==> src/rtl/uart_evt_pkg.sv <==
package uart_evt_pkg;
  localparam int NUM_ERR = 4;
  localparam int ENA_W   = 6;

  localparam int EN_RX    = 0;
  localparam int EN_TX    = 1;
  localparam int EN_LINE  = 2;
  localparam int EN_MODEM = 3;
  localparam int EN_TFIN  = 4;
  localparam int EN_RXCNT = 5;

  localparam int LS_TFIN  = NUM_ERR;
  localparam int LS_TEMT  = NUM_ERR + 1;
  localparam int LS_THRE  = NUM_ERR + 2;
  localparam int LS_RDY   = NUM_ERR + 3;
  localparam int LS_W     = NUM_ERR + 4;
  localparam int LS_STK_W = NUM_ERR + 1;

  localparam logic [2:0] A_ENA_SET = 3'd0;
  localparam logic [2:0] A_ENA_CLR = 3'd1;
  localparam logic [2:0] A_LSTAT   = 3'd2;
  localparam logic [2:0] A_MSTAT   = 3'd3;
  localparam logic [2:0] A_CTRL    = 3'd4;
  localparam logic [2:0] A_DIV_LO  = 3'd5;
  localparam logic [2:0] A_DIV_HI  = 3'd6;
endpackage

==> src/rtl/uart_evt_enables.sv <==
module uart_evt_enables #(
  parameter int W = 6
) (
  input  logic         clk,
  input  logic         rst,
  input  logic         set_we,
  input  logic         clr_we,
  input  logic [W-1:0] mask,
  output logic [W-1:0] ena_q
);
  logic [W-1:0] set_m, clr_m;
  assign set_m = set_we ? mask : '0;
  assign clr_m = clr_we ? mask : '0;

  always_ff @(posedge clk) begin
    if (rst) ena_q <= '0;
    else     ena_q <= (ena_q & ~clr_m) | set_m;
  end
endmodule

==> src/rtl/uart_evt_sticky.sv <==
module uart_evt_sticky #(
  parameter int W = 1
) (
  input  logic         clk,
  input  logic         rst,
  input  logic [W-1:0] hw_set,
  input  logic         clr_we,
  input  logic [W-1:0] clr_mask,
  output logic [W-1:0] q
);
  for (genvar i = 0; i < W; i++) begin : g_bit
    logic clr_i;
    assign clr_i = clr_we & clr_mask[i];
    always_ff @(posedge clk) begin
      if (rst)            q[i] <= 1'b0;
      else if (hw_set[i]) q[i] <= 1'b1;   // new event beats a clear
      else if (clr_i)     q[i] <= 1'b0;
    end
  end
endmodule

==> src/rtl/uart_evt_route.sv <==
module uart_evt_route
  import uart_evt_pkg::*;
(
  input  logic             clk,
  input  logic             rst,
  input  logic [ENA_W-1:0] ena,
  input  logic             redirect,
  input  logic             rx_ready,
  input  logic             thr_empty,
  input  logic             err_any,
  input  logic             cts_chg,
  input  logic             tfin,
  input  logic             rx_cnt,
  output logic             irq_tx,
  output logic             irq_rx,
  output logic             irq_stat
);
  logic rx_req, tx_req, st_req;
  assign rx_req = ena[EN_RX] & rx_ready;
  assign tx_req = ena[EN_TX] & thr_empty;
  assign st_req = (ena[EN_LINE]  & err_any)
                | (ena[EN_MODEM] & cts_chg)
                | (ena[EN_TFIN]  & tfin)
                | (ena[EN_RXCNT] & rx_cnt);

  always_ff @(posedge clk) begin
    if (rst) begin
      irq_tx   <= 1'b0;
      irq_rx   <= 1'b0;
      irq_stat <= 1'b0;
    end else begin
      irq_tx   <= tx_req & ~redirect;
      irq_rx   <= rx_req & ~redirect;
      irq_stat <= st_req | (redirect & (rx_req | tx_req));
    end
  end
endmodule

==> src/rtl/uart_evt_ctrl.sv <==
module uart_evt_ctrl
  import uart_evt_pkg::*;
#(
  parameter int DATA_W  = 8,
  parameter int DIV_RST = 1
) (
  input  logic                  clk,
  input  logic                  rst,
  input  logic                  bus_wr,
  input  logic                  bus_rd,
  input  logic [2:0]            bus_addr,
  input  logic [DATA_W-1:0]     bus_wdata,
  output logic [DATA_W-1:0]     bus_rdata,
  input  logic                  rx_ready,
  input  logic                  thr_empty,
  input  logic                  tx_empty,
  input  logic [NUM_ERR-1:0]    err_pulse,
  input  logic                  cts_in,
  input  logic                  rx_cnt_hit,
  output logic [2*DATA_W-1:0]   divisor,
  output logic                  irq_tx,
  output logic                  irq_rx,
  output logic                  irq_stat
);
  localparam int DIV_W = 2 * DATA_W;
  localparam logic [DIV_W-1:0] DIV_INIT = DIV_W'(DIV_RST);

  logic we_set, we_clr, we_ls, we_ms, we_ctrl, we_dlo, we_dhi;
  assign we_set  = bus_wr && (bus_addr == A_ENA_SET);
  assign we_clr  = bus_wr && (bus_addr == A_ENA_CLR);
  assign we_ls   = bus_wr && (bus_addr == A_LSTAT);
  assign we_ms   = bus_wr && (bus_addr == A_MSTAT);
  assign we_ctrl = bus_wr && (bus_addr == A_CTRL);
  assign we_dlo  = bus_wr && (bus_addr == A_DIV_LO);
  assign we_dhi  = bus_wr && (bus_addr == A_DIV_HI);

  // enables
  logic [ENA_W-1:0] ena_q;
  uart_evt_enables #(.W(ENA_W)) u_ena (
    .clk(clk), .rst(rst), .set_we(we_set), .clr_we(we_clr),
    .mask(bus_wdata[ENA_W-1:0]), .ena_q(ena_q)
  );

  // edge detect for transmitter-empty and clear-to-send
  logic temt_prev, cts_prev;
  always_ff @(posedge clk) begin
    temt_prev <= tx_empty;
    cts_prev  <= cts_in;
  end

  // line-status sticky flags: errors plus transmit finished
  logic [LS_STK_W-1:0] ls_set, ls_q;
  assign ls_set = {tx_empty & ~temt_prev, err_pulse};
  uart_evt_sticky #(.W(LS_STK_W)) u_line (
    .clk(clk), .rst(rst), .hw_set(ls_set), .clr_we(we_ls),
    .clr_mask(bus_wdata[LS_STK_W-1:0]), .q(ls_q)
  );

  // modem-status sticky flag
  logic [0:0] ms_set, ms_q;
  assign ms_set = cts_in ^ cts_prev;
  uart_evt_sticky #(.W(1)) u_modem (
    .clk(clk), .rst(rst), .hw_set(ms_set), .clr_we(we_ms),
    .clr_mask(bus_wdata[0:0]), .q(ms_q)
  );

  // control and divisor
  logic redir_q;
  logic [DATA_W-1:0] div_lo, div_hi;
  always_ff @(posedge clk) begin
    if (rst) begin
      redir_q <= 1'b0;
      div_lo  <= DIV_INIT[DATA_W-1:0];
      div_hi  <= DIV_INIT[DIV_W-1:DATA_W];
    end else begin
      if (we_ctrl) redir_q <= bus_wdata[0];
      if (we_dlo)  div_lo  <= bus_wdata;
      if (we_dhi)  div_hi  <= bus_wdata;
    end
  end
  assign divisor = {div_hi, div_lo};

  // read path
  logic [DATA_W-1:0] ls_view, ms_view, rd_mux;
  always_comb begin
    ls_view = '0;
    ls_view[LS_STK_W-1:0] = ls_q;
    ls_view[LS_TEMT] = tx_empty;
    ls_view[LS_THRE] = thr_empty;
    ls_view[LS_RDY]  = rx_ready;
    ms_view = '0;
    ms_view[0] = ms_q[0];
    ms_view[1] = cts_in;
    ms_view[2] = rx_cnt_hit;
  end

  always_comb begin
    rd_mux = '0;
    case (bus_addr)
      A_ENA_SET, A_ENA_CLR: rd_mux[ENA_W-1:0] = ena_q;
      A_LSTAT:  rd_mux = ls_view;
      A_MSTAT:  rd_mux = ms_view;
      A_CTRL:   rd_mux[0] = redir_q;
      A_DIV_LO: rd_mux = div_lo;
      A_DIV_HI: rd_mux = div_hi;
      default:  rd_mux = '0;
    endcase
  end

  always_ff @(posedge clk) begin
    if (rst)         bus_rdata <= '0;
    else if (bus_rd) bus_rdata <= rd_mux;
  end

  // request routing
  uart_evt_route u_route (
    .clk(clk), .rst(rst), .ena(ena_q), .redirect(redir_q),
    .rx_ready(rx_ready), .thr_empty(thr_empty),
    .err_any(|ls_q[NUM_ERR-1:0]), .cts_chg(ms_q[0]),
    .tfin(ls_q[LS_TFIN]), .rx_cnt(rx_cnt_hit),
    .irq_tx(irq_tx), .irq_rx(irq_rx), .irq_stat(irq_stat)
  );
endmodule

==> config.mk <==
export PLATFORM = sky130hd
export DESIGN_NAME = uart_evt_ctrl
export DESIGN_NICKNAME = d
export VERILOG_FILES = /design/src/rtl/uart_evt_pkg.sv /design/src/rtl/uart_evt_enables.sv /design/src/rtl/uart_evt_sticky.sv /design/src/rtl/uart_evt_route.sv /design/src/rtl/uart_evt_ctrl.sv
export SDC_FILE = /design/constraint.sdc
export NUM_CORES = 1
export LEC_CHECK = 0
export BUFFER_PORTS_ARGS = -buffer_cell sky130_fd_sc_hd__buf_2
export CAP_MARGIN = 20
export CORE_ASPECT_RATIO = 1.5
export CORE_MARGIN = 2
export CORE_UTILIZATION = 37
export DETAILED_ROUTE_END_ITERATION = 8
export GPL_ROUTABILITY_DRIVEN = 0
export HOLD_SLACK_MARGIN = 0.06
export SYNTH_ARGS = -nofsm -noshare
export SYNTH_HDL_FRONTEND = slang
export SYNTH_SLANG_ARGS = --single-unit
==> constraint.sdc <==
create_clock -name clk -period 1.8 [get_ports clk]
set_input_delay 0.45 -clock clk [delete_from_list [all_inputs] [get_ports clk]]
set_output_delay 0.45 -clock clk [all_outputs]
set_load 0.02 [all_outputs]
## Word-level counts from Yosys, hierarchy flattened

Cells that the tools add are included.
W data, S select, Z words.

| operators by class | value |
|---|---|
| reduce and logical (&&, ||, !) cells | 16 |
| equality and inequality tests | 6 |
| mux-type cells | 17 |
| bitwise logic cells | 27 |

Operators with widths:

| operator | count |
|---|---|
| $pmux W5 S5 | 1 |
| $and A1 B1 Y1 | 16 |
| $mux W1 | 12 |
| $mux W6 | 2 |
| $reduce_bool A2 Y1 | 6 |
| $eq A3 B3 Y1 const B | 3 |
| $logic_and A1 B1 Y1 | 7 |
| $and A6 B6 Y6 | 1 |
| $eq A3 B2 Y1 const B | 2 |
| $not A6 Y6 | 1 |
| $or A6 B6 Y6 | 1 |
| $pmux W1 S6 | 1 |
| $pmux W2 S3 | 1 |
| $or A1 B1 Y1 | 5 |
| $reduce_or A4 Y1 | 1 |
| $eq A3 B1 Y1 const B | 1 |
| $logic_not A3 Y1 | 1 |
| $not A1 Y1 | 2 |
| $reduce_or A2 Y1 | 1 |
| $xor A1 B1 Y1 | 1 |

| storage, ports and cells | value |
|---|---|
| register bits after elaboration | 42 |
| logic and storage cells | 82 |
| output and inout port bits | 27 |

## Logic depth before layout (Yosys ltp)

| depth | value |
|---|---|
| word-level depth | 6 |
| depth in mapped cells | 6 |
| mapped depth without buffers | 4 |

## Hierarchy

From an unflattened synthesis, not the netlist that was laid out.

| unflattened totals | value |
|---|---|
| cells, all modules | 225 |
| area, all modules | 1988.2 sq um |

By module, submodules not included:

| module | area each (sq um) | sequential area each (sq um) | cells each | times used |
|---|---|---|---|---|
| uart_evt_ctrl | 1422.6 | 540.5 | 166 | 1 |
| uart_evt_enables | 232.7 | 120.1 | 24 | 1 |
| uart_evt_sticky at u_line | 181.4 | 100.1 | 20 | 1 |
| uart_evt_route | 108.9 | 60.1 | 11 | 1 |
| uart_evt_sticky at u_modem | 42.5 | 20.0 | 4 | 1 |

## Worst setup path after synthesis

OpenSTA, ideal clock, no wires.

| timing path | value |
|---|---|
| path kind | input port to flip-flop |
| start | input bus_addr[1] |
| end | register bus_rdata[6] |
| required time | 1.670 ns |
| setup time | 0.130 ns |
| stages on the path | 6 |
| path slack | 0.329 ns |
| data arrival time | 1.340 ns |
| cell sequence | buf_6 -> nor2b_4 -> buf_6 -> a22o_1 -> a221oi_2 -> nor3_1 |

| on the way | value |
|---|---|
| word-level cells in the longest chain between the ends | 2 |
| elaborated cells on any way between the ends | 4 |

RTL lines:

| what | RTL line | source |
|---|---|---|
| start: declaration | uart_evt_ctrl.sv:11 | `input logic [2:0] bus_addr,` |
| $eq A3 B3 Y1 or $eq A3 B2 Y1 (tied branches) | uart_evt_ctrl.sv:99 | `case (bus_addr)` |
| $pmux W2 S3 * | uart_evt_ctrl.sv:99 |  |
| end signal: assignment | uart_evt_ctrl.sv:112 | `else if (bus_rd) bus_rdata <= rd_mux;` |
| end: declaration | uart_evt_ctrl.sv:13 | `output logic [DATA_W-1:0] bus_rdata,` |

Mark *: on every way between the ends. The rest lies on a longest branch, timed or not.
A chain may end at the register's enable or synchronous reset.

## Final worst setup path

| timing path | value |
|---|---|
| start | input bus_addr[1] |
| end | register u_ena.ena_q[3] |

| on the way | value |
|---|---|
| word-level cells in the longest chain between the ends | 6 |
| elaborated cells on any way between the ends | 9 |

RTL lines:

| what | RTL line | source |
|---|---|---|
| $eq A3 B1 Y1 | uart_evt_ctrl.sv:30 | `assign we_clr = bus_wr && (bus_addr == A_ENA_CLR);` |
| $logic_and A1 B1 Y1 | uart_evt_ctrl.sv:30 |  |
| $mux W6 | uart_evt_enables.sv:13 | `assign clr_m = clr_we ? mask : '0;` |
| $not A6 Y6 | uart_evt_enables.sv:17 | `else ena_q <= (ena_q & ~clr_m) \| set_m;` |
| $and A6 B6 Y6 | uart_evt_enables.sv:17 |  |
| $or A6 B6 Y6 * | uart_evt_enables.sv:17 |  |
| end signal: assignment | uart_evt_enables.sv:17 |  |
| end: declaration | uart_evt_enables.sv:9 | `output logic [W-1:0] ena_q` |

Marked as above.

==> impl_metrics.toml <==
[cts]
cts_hold_buffers = 0
cts.sinks = 42
cts_setup_buffers = 0
cts-root-buf = "clkbuf_8"
clockBufferDepth = 2
cts.htree.levels = 2
clk_latency_ns = 0.29
cts_buffers = 5
clkTransAtPathRegs_ns = 0.08
cts_tree = "yes"
cts_resized = 0

[synth]
ys_warn_count = 0
ys_ff_latch = 42
ys_types = 39
synth_nets = 240
seq_area_frac_synth = 0.455
syn-instance-count = 216
synth.cell_area_mm2 = 0.00185
async_flop_share = 0
synth_ff_type = "dfxtp_1"
post_synth.cell_area_avg_um2 = 8.56
synth_edf_count = 0

[sta]
rsz0062_at_grt = "false"
slew_headroom = 0.710
setup_violations = 0
worst_pin_slew_ns = 0.433
fin_crit_ns = 1.36
setup-tns-final_ns = 0
drv_slew = 0
period_share = 0.758
fin_worst_skew_ns = 0.00476
max_freq_ghz = 0.733
finalHoldViolCount = 0

[finish]
antennaDiodeCount = 0
fillCellCount = 519
post-route-util = 0.477
fin_nets = 294
drive_above_1_share = 0.284
syn_to_final_growth_pct = 24.0

[detailed_routing]
routedWlPerCell_um = 15.1
first_iter_violations = 103
routed_wirelength_mm = 5.10
vias_per_cell = 5.19
ant_nets = 0
post-route-drc-count = 0
firstDrtPassIters = 4
num_vias = 1749

[power_and_ir_drop]
vdd_ir_drop_max_mv = 0.363
leakage_nw = 0.998
power_density_mw_per_mm2 = 858

[worst_hold_path]
hold_class = "in -> reg"
holdPathStages = 1
hold-path-endpoint = "temt_prev$_DFF_P_"
holdCritStartpoint = "tx_empty"

[global_route]
use_met2 = 0.326
grt_max_degree = 35
globalRoute.busiestLayer = "met2"
use_met1 = 0.238
gr-usage-met3 = 0.0401
grtUsageTotal = 0.198
grt_pass1_wl_mm = 8.10
antenna_found_initial = 0
globalRoute.totalOverflow = 0
grt_pass1_vias = 1668

[setup_path]
slowest_stage = "nor3b_2"
cp_cell_sequence = "buf_2 -> buf_4 -> nor3b_2 -> nand2_1 -> mux2i_1 -> nor2_1"
crit_required_ns = 1.97
rrSetupSlack_ns = 0.63
crit_buf_inv = 2
worst-setup-path-type = "in -> reg"
arrival_ns = 1.54
cpPeakStageDelay_ns = 0.39
r2r_cells = 4
reg2reg_to = "bus_rdata[4]$_SDFFE_PP0P_"
worstSetupStartpointType = "input port"
crit_fanout = 11
end_kind = "flip-flop"
crit_family = "simple AND/OR/NAND/NOR gates"
r2r-start = "u_ena.ena_q[4]$_SDFF_PP0_"

[placed_design]
port_buffers = 50
dp_hpwl_mm = 3.72

[floorplanning]
die_w_um = 61.7
die_h_um = 90.6
initial_core_util = 0.384
ios = 51
rows = 31
core_area_mm2 = 0.00481
dieArea_mm2 = 0.00559

[outcome]
status = "finished clean"

[flow_run]
cap_violations = 0
kinds of logic (layout without fill, tap and decap cells):
logic type / Yosys count / in the layout / synth area share
compound gates: 53 / 53 / 0.200
xor+xnor: 1 / 1 / 0.00474
buf+inv: 16 / 71 / 0.0440
flops: 42 / 42 / 0.455
mux: 8 / 8 / 0.0440
simple gates: 96 / 96 / 0.253
cell usage after synthesis (4+ instances only):
cell      count  area share
a21oi_1      25       0.068
a221oi_1      6       0.028
a22o_1        5       0.024
buf_2         5       0.014
dfxtp_1      42        0.45
inv_1         4      0.0081
mux2i_1       7       0.038
nand2_1      49       0.099
nand3_1       4       0.011
nor2_1       19       0.039
nor2b_1       4       0.014
nor3_1        7       0.019
final cells by class:
type / instances / area (um2) / share of cell area
timing repair buffer: 59 / 318 / 0.139
inverter: 4 / 15.0 / 0.00655
clock inverter: 3 / 40.0 / 0.0175
tap: 66 / 82.6 / 0.0360
clock buffer: 5 / 68.8 / 0.0300
multi-input combinational: 158 / 927 / 0.404
sequential: 42 / 841 / 0.367
how the worst max path moves through the flow:
stage                            from                        end  cells past startpoint
after CTS                 bus_addr[1]  u_ena.ena_q[3]$_SDFF_PP0_                      6
final                     bus_addr[1]  u_ena.ena_q[3]$_SDFF_PP0_                      6
after global routing      bus_addr[1]  u_ena.ena_q[0]$_SDFF_PP0_                      6
after floorplan           bus_addr[1]  bus_rdata[6]$_SDFFE_PP0P_                      6
after global placement    bus_addr[1]  bus_rdata[5]$_SDFFE_PP0P_                      5
after detailed placement  bus_addr[1]  u_ena.ena_q[4]$_SDFF_PP0_                      5
sequential cells by signal, summed over array words and instances (netlist names):
signal	flops
u_line.q	5
temt_prev	1
redir_q	1
u_route.irq_stat	1
u_ena.ena_q	6
u_route.irq_tx	1
bus_rdata	8
div_hi	8
div_lo	8
u_route.irq_rx	1
cts_prev	1
u_modem.q	1
per-layer routing:
metal / share of wire / up-vias
li1: - / 871
met2: 0.52 / 44
met5: 0 / -
met4: 0.024 / 0
met3: 0.032 / 8
met1: 0.43 / 826
cell usage in the layout (no fill, tap or decap), drive strengths merged, types with 3 or more instances in the layout:
cell type,count
mux2i,7
nor2,19
buf,59
nand2,49
a21oi,25
inv,4
nor3,11
a311oi,3
a221oi,7
clkbuf,5
nor2b,5
a22o,5
dfxtp,42
nand3,4
report_power, final:
| part | leakage [nW] | internal, mW | switching, mW |
|---|---|---|---|
| combinational | 0.598 | 0.0926 | 0.149 |
| sequential | 0.343 | 0.962 | 0.0251 |
| clock | 0.0579 | 0.408 | 0.329 |
metrics by stage:
| stage | total power [mW] | instances | hold slack, ns | cell area, um2 | worst slack, ns |
|---|---|---|---|---|---|
| global placement | 1.25 | 329 | 0.461 | 2180 | 0.172 |
| detailed placement | 1.25 | 329 | 0.462 | 2180 | 0.153 |
| global route | 2.06 | 337 | 0.284 | 2290 | 0.362 |
| floorplan | 1.15 | 216 | 0.450 | 1850 | 0.329 |
| CTS | 1.98 | 337 | 0.294 | 2290 | 0.458 |
| finish | 1.97 | 337 | 0.295 | 2290 | 0.436 |
Power figures use the tool's default switching activity.
